[src/rtl/dps_pkg.sv]
`timescale 1ns/1ps
package dps_pkg;
  // Kind of frame-buffer load accepted on a pixel tick.
  typedef enum logic [1:0] {
    LD_NONE = 2'd0,
    LD_HI   = 2'd1,
    LD_LO   = 2'd2
  } load_e;

  // Default geometry of the bus window.
  localparam int DEF_WORD_W      = 16;
  localparam int DEF_WIN_CYC     = 8;
  localparam int DEF_PIX_PER_CYC = 4;
  localparam int DEF_HI_CYC      = 4;  // fifth cycle, counted from 0
  localparam int DEF_LO_CYC      = 6;  // seventh cycle, counted from 0

  // Bit offset, from the top of the register, at which a word loaded
  // `gap` ticks after the previous word must land for a seamless stream.
  function automatic int lane_offset(input int word_w, input int gap);
    return word_w - gap;
  endfunction
endpackage

[src/rtl/dps_load_decode.sv]
`timescale 1ns/1ps
module dps_load_decode
  import dps_pkg::*;
#(
  parameter int SLOT_W  = 5,
  parameter int HI_SLOT = 16,
  parameter int LO_SLOT = 24
) (
  input  logic              pix_en,
  input  logic [SLOT_W-1:0] slot,
  input  logic              stb_hi,
  input  logic              stb_lo,
  output load_e             kind
);
  logic at_hi, at_lo;

  assign at_hi = (slot == SLOT_W'(HI_SLOT));
  assign at_lo = (slot == SLOT_W'(LO_SLOT));

  always_comb begin
    kind = LD_NONE;
    if (pix_en) begin
      if (stb_hi && at_hi)      kind = LD_HI;
      else if (stb_lo && at_lo) kind = LD_LO;
    end
  end
endmodule

[src/rtl/dps_queue.sv]
`timescale 1ns/1ps
module dps_queue
  import dps_pkg::*;
#(
  parameter int WORD_W = 16,
  parameter int LO_OFS = 8
) (
  input  logic              clk,
  input  logic              rst_n,
  input  logic              pix_en,
  input  load_e             kind,
  input  logic [WORD_W-1:0] rd_word,
  output logic              head_bit
);
  localparam int QW = 2 * WORD_W;

  logic [QW-1:0] shreg;
  logic [QW-1:0] merged;

  function automatic logic [QW-1:0] lane_mask(input int ofs);
    return {{WORD_W{1'b1}}, {WORD_W{1'b0}}} >> ofs;
  endfunction

  function automatic logic [QW-1:0] lane_place(input logic [WORD_W-1:0] w, input int ofs);
    return {w, {WORD_W{1'b0}}} >> ofs;
  endfunction

  // Insert the word into the lane that matches its load kind; a load and
  // the shift of the same tick act on the merged value, so no bit is lost.
  always_comb begin
    unique case (kind)
      LD_HI:   merged = (shreg & ~lane_mask(0))      | lane_place(rd_word, 0);
      LD_LO:   merged = (shreg & ~lane_mask(LO_OFS)) | lane_place(rd_word, LO_OFS);
      default: merged = shreg;
    endcase
  end

  assign head_bit = merged[QW-1];

  always_ff @(posedge clk) begin
    if (!rst_n)      shreg <= '0;
    else if (pix_en) shreg <= {merged[QW-2:0], 1'b0};
  end

  // after a first-word load, its lower bits sit at the top of the register
  p_hi_lane_r3: assert property (@(posedge clk) disable iff (!rst_n)
    (pix_en && kind == LD_HI) |=> shreg[QW-1 -: WORD_W-1] == $past(rd_word[WORD_W-2:0]));

  // after a second-word load, the word sits LO_OFS bits below the top
  p_lo_lane_r4: assert property (@(posedge clk) disable iff (!rst_n)
    (pix_en && kind == LD_LO) |=> shreg[QW-LO_OFS -: WORD_W] == $past(rd_word));

  // the register never moves without a pixel tick
  p_hold_r2: assert property (@(posedge clk) disable iff (!rst_n)
    !pix_en |=> $stable(shreg));
endmodule

[src/rtl/dps_blank_gate.sv]
`timescale 1ns/1ps
module dps_blank_gate (
  input  logic clk,
  input  logic rst_n,
  input  logic pix_en,
  input  logic video_on,
  input  logic head_bit,
  output logic pix_out
);
  always_ff @(posedge clk) begin
    if (!rst_n)      pix_out <= 1'b0;
    else if (pix_en) pix_out <= video_on & head_bit;
  end

  // a blanked tick shows black
  p_blank_black_r7: assert property (@(posedge clk) disable iff (!rst_n)
    (pix_en && !video_on) |=> !pix_out);

  // output holds between pixel ticks
  p_out_hold_r2: assert property (@(posedge clk) disable iff (!rst_n)
    !pix_en |=> $stable(pix_out));
endmodule

[src/rtl/dpump_shifter.sv]
`timescale 1ns/1ps
module dpump_shifter
  import dps_pkg::*;
#(
  parameter int WORD_W      = DEF_WORD_W,
  parameter int WIN_CYC     = DEF_WIN_CYC,
  parameter int PIX_PER_CYC = DEF_PIX_PER_CYC,
  parameter int HI_CYC      = DEF_HI_CYC,
  parameter int LO_CYC      = DEF_LO_CYC,
  localparam int WIN_PIX    = WIN_CYC * PIX_PER_CYC,
  localparam int SLOT_W     = $clog2(WIN_PIX)
) (
  input  logic              clk,
  input  logic              rst_n,
  input  logic              pix_en,
  input  logic [SLOT_W-1:0] slot,
  input  logic [WORD_W-1:0] rd_word,
  input  logic              stb_hi,
  input  logic              stb_lo,
  input  logic              video_on,
  output logic              pix_out
);
  localparam int HI_SLOT = HI_CYC * PIX_PER_CYC;
  localparam int LO_SLOT = LO_CYC * PIX_PER_CYC;
  localparam int GAP     = LO_SLOT - HI_SLOT;
  localparam int LO_OFS  = lane_offset(WORD_W, GAP);

  load_e kind;
  logic  head_bit;

  dps_load_decode #(
    .SLOT_W (SLOT_W),
    .HI_SLOT(HI_SLOT),
    .LO_SLOT(LO_SLOT)
  ) u_decode (
    .pix_en(pix_en),
    .slot  (slot),
    .stb_hi(stb_hi),
    .stb_lo(stb_lo),
    .kind  (kind)
  );

  dps_queue #(
    .WORD_W(WORD_W),
    .LO_OFS(LO_OFS)
  ) u_queue (
    .clk     (clk),
    .rst_n   (rst_n),
    .pix_en  (pix_en),
    .kind    (kind),
    .rd_word (rd_word),
    .head_bit(head_bit)
  );

  dps_blank_gate u_gate (
    .clk     (clk),
    .rst_n   (rst_n),
    .pix_en  (pix_en),
    .video_on(video_on),
    .head_bit(head_bit),
    .pix_out (pix_out)
  );

  // a first-word load during active video shows its MSB at once
  p_hi_first_pixel_r3: assert property (@(posedge clk) disable iff (!rst_n)
    (kind == LD_HI && video_on) |=> pix_out == $past(rd_word[WORD_W-1]));
endmodule

[config.mk]
export PLATFORM = sky130hd
export DESIGN_NAME = dpump_shifter
export DESIGN_NICKNAME = d
export VERILOG_FILES = /design/src/rtl/dps_pkg.sv /design/src/rtl/dps_load_decode.sv /design/src/rtl/dps_queue.sv /design/src/rtl/dps_blank_gate.sv /design/src/rtl/dpump_shifter.sv
export SDC_FILE = /design/constraint.sdc
export NUM_CORES = 1
export LEC_CHECK = 0
export BUFFER_PORTS_ARGS = -buffer_cell sky130_fd_sc_hd__buf_2
export CAP_MARGIN = 15
export CORE_ASPECT_RATIO = 0.75
export CORE_UTILIZATION = 50
export DETAILED_ROUTE_END_ITERATION = 16
export HOLD_SLACK_MARGIN = 0.05
export PLACE_DENSITY_LB_ADDON = 0.05
export SYNTH_ARGS = -nofsm -noshare
export SYNTH_HDL_FRONTEND = slang
export SYNTH_SLANG_ARGS = --single-unit
[constraint.sdc]
create_clock -name clk -period 3.95 [get_ports clk]
set_clock_uncertainty 0.2 [all_clocks]
set_input_delay 0.1975 -clock clk [delete_from_list [all_inputs] [get_ports clk]]
set_output_delay 0.1975 -clock clk [all_outputs]
set_load 0.03 [all_outputs]
---- Word-level counts from Yosys, hierarchy flattened ----
Index checks and enable logic that the tools add are counted.
word-level totals
  latch bits .............................. 0
  memory bits (writable) .................. 0
  flip-flop bits (word level) ............. 32
  ROM bits ................................ 0
  memories ................................ 0
operators by class
  bitwise operators ....................... 3
  shift-type cells ........................ 0
  magnitude comparators ................... 0
  reductions and logical operators ........ 2
  equality and inequality tests ........... 4
  $mul .................................... 0
  muxes and demuxes ....................... 4
  div/mod/pow operators ................... 0
  add/subtract/negate cells ............... 0
operators by type and width
  cell                                                  count
  case mux 32 bit (2 select lines)                      1
  OR 16 x 32 -> 32 bit                                  1
  OR 32 x 24 -> 32 bit                                  1
  equality test 5 bit (second input constant)           2
  2-to-1 mux 2 bit                                      3
  equality test 2 x 1 -> 1 bit (second input constant)  1
  equality test 2 bit (second input constant)           1
  logical AND 1 bit                                     2
  bitwise AND 1 bit                                     1

---- Depth between registers and ports, before layout ----
  depth after elaboration ................. 8
  depth in mapped cells ................... 5
  mapped depth without buffers ............ 3

---- Cells and area by module ----
A second synthesis with hierarchy kept.
second synthesis, totals
  cells, all modules ...................... 131
  area total of the unflattened synthesis .. 1142.3 µm²
by module, submodules not included
  module           sequential area each (µm²)  instances  cells an instance  area an instance (µm²)
  dps_queue        460.4                       1          122                1067.3
  dps_blank_gate   20.0                        1          4                  37.5
  dps_load_decode  0.0                         1          5                  37.5

---- Worst setup path after synthesis ----
No wires, ideal clock.
  path type ............................... input -> register
  from .................................... input slot[2]
  to ...................................... register u_queue.shreg[17]
  arrival ................................. 1131 ps
  setup slack ............................. 2477 ps
  stages .................................. 4
  library setup time ...................... 142 ps
  buffers on the path ..................... 1
  required time ........................... 3608 ps
  cell sequence ........................... or4b_4 > buf_6 > o21ai_1 > a41oi_1
on the way
  cells in the longest elaborated chain, start to end .. 7
  elaborated cells between the ends (all ways) .. 10
  classes of those cells .................. eq/ne: 4; mux: 4; reduce/logical: 2
ends and longest elaborated chain
  what                                                                        RTL line               source
  start, declared                                                             dpump_shifter.sv:16    input logic [SLOT_W-1:0] slot,
  equality test 5 bit                                                         dps_load_decode.sv:18  assign at_lo = (slot == SLOT_W'(LO_SLOT));
  logical AND 1 bit                                                           dps_load_decode.sv:24  else if (stb_lo && at_lo) kind = LD_LO;
  2-to-1 mux 2 bit                                                            dps_load_decode.sv:24
  2-to-1 mux 2 bit *                                                          dps_load_decode.sv:23  if (stb_hi && at_hi) kind = LD_HI;
  2-to-1 mux 2 bit *                                                          dps_load_decode.sv:22  if (pix_en) begin
  equality test 2 bit / equality test 2 x 1 -> 1 bit (equally long branches)  dps_queue.sv:31        unique case (kind)
  case mux 32 bit (2 select lines) *                                          dps_queue.sv:31
  end signal, assigned                                                        dps_queue.sv:42        else if (pix_en) shreg <= {merged[QW-2:0], 1'b0};
  end, declared                                                               dps_queue.sv:17        logic [QW-1:0] shreg;
Every way passes the cells marked *; elsewhere a longest branch is shown, timed or not.
A chain may end at the register's enable or synchronous reset.

---- Worst setup path in the final report ----
  from .................................... input slot[3]
  to ...................................... register u_queue.shreg[23]
Same word-level chain as after synthesis.

==> key figures <==
Synthesis
  • Portion of synthesized cell area occupied by the leading cell type: 0.376
  • Library cells used by synthesis: 25
  • Instance count of the mapped netlist: 152
  • Sequential area share after synthesis: 0.376
  • Yosys synthesis warning count: 0
  • Cell type with the largest total area after synthesis: sky130_fd_sc_hd__dfxtp_1
  • Mapped Area: 1280 µm²
  • Most used flip-flop cell after synthesis: sky130_fd_sc_hd__dfxtp_1
  • Avg Synthesized Cell Area: 8.40 µm²
  • Top post-synthesis cells by area: sky130_fd_sc_hd__dfxtp_1, sky130_fd_sc_hd__o21ai_0, sky130_fd_sc_hd__nand3_1
  • Post-synth EDFFs: 0
  • Commonest cells in the synthesized netlist: sky130_fd_sc_hd__o21ai_0, sky130_fd_sc_hd__nand3_1, sky130_fd_sc_hd__dfxtp_1
  • Most used standard cell by instance count after synthesis: sky130_fd_sc_hd__o21ai_0
  • Share of synthesized flip-flops with an asynchronous set or reset: 0
  • Count of state elements after synthesis: 24
  • Post-Syn Nets: 179

Pwr
  • Peak supply drop: 0.213 mV
  • Static leakage power: 0.518 nW
  • Total power: 526 µW
  • Power density of the placed cells: 342 nW/µm²

Detailed routing
  • Number of routed nets with antenna violations: 0
  • Via density per instance: 6.03
  • Via total after detailed routing: 1314
  • Number of design rule violations left after detail routing: 0
  • Wirelength per Cell: 15.1 µm
  • Number of iterations in the first detailed-routing pass: 4
  • Final routed wirelength across all metal layers: 3300 µm
  • DR iter-0 viols: 100

Placement
  • Detail Placement HPWL: 1920 µm
  • Cell area after placement: 1320 µm²
  • Placer Congestion: 0.743
  • Port buffer count: 27

Global routing
  • Global-route wire length before repair: 5400 µm
  • Global routing met2 resource utilization: 0.453
  • Most used routing layer: met2
  • Maximum number of pins on one net before global-route repair: 50
  • Aggregate global routing overflow: 0
  • GR met3 Demand/Resource: 0.0511
  • All-Layer GR Usage: 0.269
  • Initial antenna violation count: 0
  • Met1 layer usage reported by global route: 0.347
  • Vias in the first global route: 1208

Clock network
  • TritonCTS buffer count: 3
  • Number of buffers on the longest clock path: 2
  • Clk root buf: sky130_fd_sc_hd__clkbuf_4
  • Number of H-tree branching levels: 1
  • Post-cts resize count: 0
  • CTS tree: built
  • Clock insertion delay at the later pin of the skew report: 330 ps
  • CTS hold repair buffers: 16
  • Reg clk slew, reported paths: 150 ps
  • Clock sinks: 24
  • # Post-CTS Setup Buffers: 0

Critical path
  • List of cells traversed by the critical path: buf_2, nor2b_1, nand3_1, a41oi_1
  • Arrival time at the worst endpoint: 1540 ps
  • Type of the worst setup path: in -> reg
  • Type of destination of the critical path: flop
  • Critical Path Start Type: primary input
  • Largest driver fanout on the critical path: 16
  • Buffers plus inverters on the worst setup path: 1
  • Cell type of the slowest stage on the worst timing path: sky130_fd_sc_hd__nor2b_1
  • Cell type group with the largest total delay on the critical path: simple AND/OR/NAND/NOR gates
  • Worst Path Required: 4000 ps
  • Delay contributed by the slowest stage of the critical path: 800 ps

STA
  • Period minus WS final: 1490 ps
  • RSZ-0062 raised after global routing: no
  • Total count of max-transition violations in the final report: 0
  • Least-Margin Pin Slew: 1050 ps
  • Total Negative Setup Slacks: 0 ps
  • Max_slew headroom: 0.301
  • Count of final setup violators: 0
  • Final hold violation count: 0
  • Highest clock rate: 670 MHz
  • Final period util: 0.378
  • Fin Hold WS: 82.7 ps

Die
  • Horizontal extent of the die: 60.4 µm
  • Core Region: 2360 µm²
  • I/O pin cnt: 28
  • Floorplan die area: 2760 µm²
  • Cell Rows: 15
  • Initial standard-cell utilization of the core: 0.540
  • Height of the chip: 45.8 µm

Layout
  • Count of filler cells inserted in the layout: 235
  • Layout cell share with drive strength beyond 1: 0.190
  • Layout-stage area growth over the synthesis result: 20.3%
  • Fin area: 1540 µm²
  • Antenna diodes: 0
  • Number of nets in the layout: 212

Job
  • Max_cap viols: 0

Worst hold path
  • Hold/Removal Path Class: in -> reg

Run status
  • Run status: completed
## state kept, by name, indices dropped and copies added (netlist names)
register        cells
u_queue.shreg      23
u_gate.pix_out      1
## layer usage
layer	vias to the layer above	routed length [µm]
met3	6	152
met2	40	1470
met5	-	0
met4	0	66
li1	650	-
met1	618	1610
## cell type report
type                            instances  area [µm²]  area share
Tap cell                               34        42.5      0.0277
Timing Repair Buffer                   44         303       0.197
Clock buffer                            3        22.5      0.0147
Clock inverter                          1        30.0      0.0195
Multi-Input combinational cell        112         658       0.428
Sequential cell                        24         480       0.313
## report_power, final
part	leakage [nW]	switching, mW	total (mW)	internal (mW)
logic	0.292	0.0451	0.0814	0.0363
clock network	0.0279	0.0789	0.182	0.103
registers	0.198	0.00601	0.263	0.257
total	0.518	0.130	0.526	0.396
## final timing paths
path / from / depth (start not counted) / slack (ps) / end
worst min register to register: u_queue.shreg[9] / 2 / 280 / u_queue.shreg[9]
worst min-delay path: rst_n / 3 / 80 / u_queue.shreg[29]
worst max-delay path: slot[3] / 4 / 2460 / u_queue.shreg[23]
worst max register to register: u_gate.pix_out / 3 / 2920 / u_gate.pix_out
## placed cells by master, fill, tap and decap left out
master / count
sky130_fd_sc_hd__a41oi_1: 8
sky130_fd_sc_hd__nor2b_1: 1
sky130_fd_sc_hd__dlygate4sd3_1: 16
sky130_fd_sc_hd__buf_2: 27
sky130_fd_sc_hd__a21boi_1: 1
sky130_fd_sc_hd__mux2i_1: 1
sky130_fd_sc_hd__nand2b_1: 3
sky130_fd_sc_hd__bufinv_16: 1
sky130_fd_sc_hd__nor4b_4: 1
sky130_fd_sc_hd__buf_4: 1
sky130_fd_sc_hd__and3_1: 1
sky130_fd_sc_hd__and2_1: 1
sky130_fd_sc_hd__o21ai_0: 38
sky130_fd_sc_hd__nand3_1: 32
sky130_fd_sc_hd__a31oi_1: 14
sky130_fd_sc_hd__o21ai_2: 1
sky130_fd_sc_hd__nand4_1: 2
sky130_fd_sc_hd__o21ai_1: 5
sky130_fd_sc_hd__clkbuf_4: 3
sky130_fd_sc_hd__nand2_1: 1
sky130_fd_sc_hd__or4b_4: 1
sky130_fd_sc_hd__dfxtp_1: 24
sky130_fd_sc_hd__o211ai_1: 1
## logic make-up (layout without fill, tap and decap cells)
kind of cell	after synthesis	in the layout	synth area share
AND/OR/NAND/NOR	43	43	0.197
AO/OA/AOI/OAI	68	68	0.310
buffers and inverters	16	48	0.109
flip-flops	24	24	0.376
multiplexers	1	1	0.00784
## stage by stage
| step | setup WS [ps] | cells | utilization |
|---|---|---|---|
| after CTS | 2420 | 218 | 0.650 |
| after global placement | 2130 | 198 | 0.560 |
| after detailed placement | 2080 | 198 | 0.560 |
| final | 2460 | 218 | 0.650 |
| after global routing | 2300 | 218 | 0.650 |
| after floorplan | 2480 | 152 | - |
## worst register-to-register path, stage by stage, from the launching register on
cell and delay [ps]:
sky130_fd_sc_hd__dfxtp_1 350, sky130_fd_sc_hd__nand2b_1 90, sky130_fd_sc_hd__nand4_1 90, sky130_fd_sc_hd__and3_1 220
Note: power is estimated with default switching activity, not from simulation.
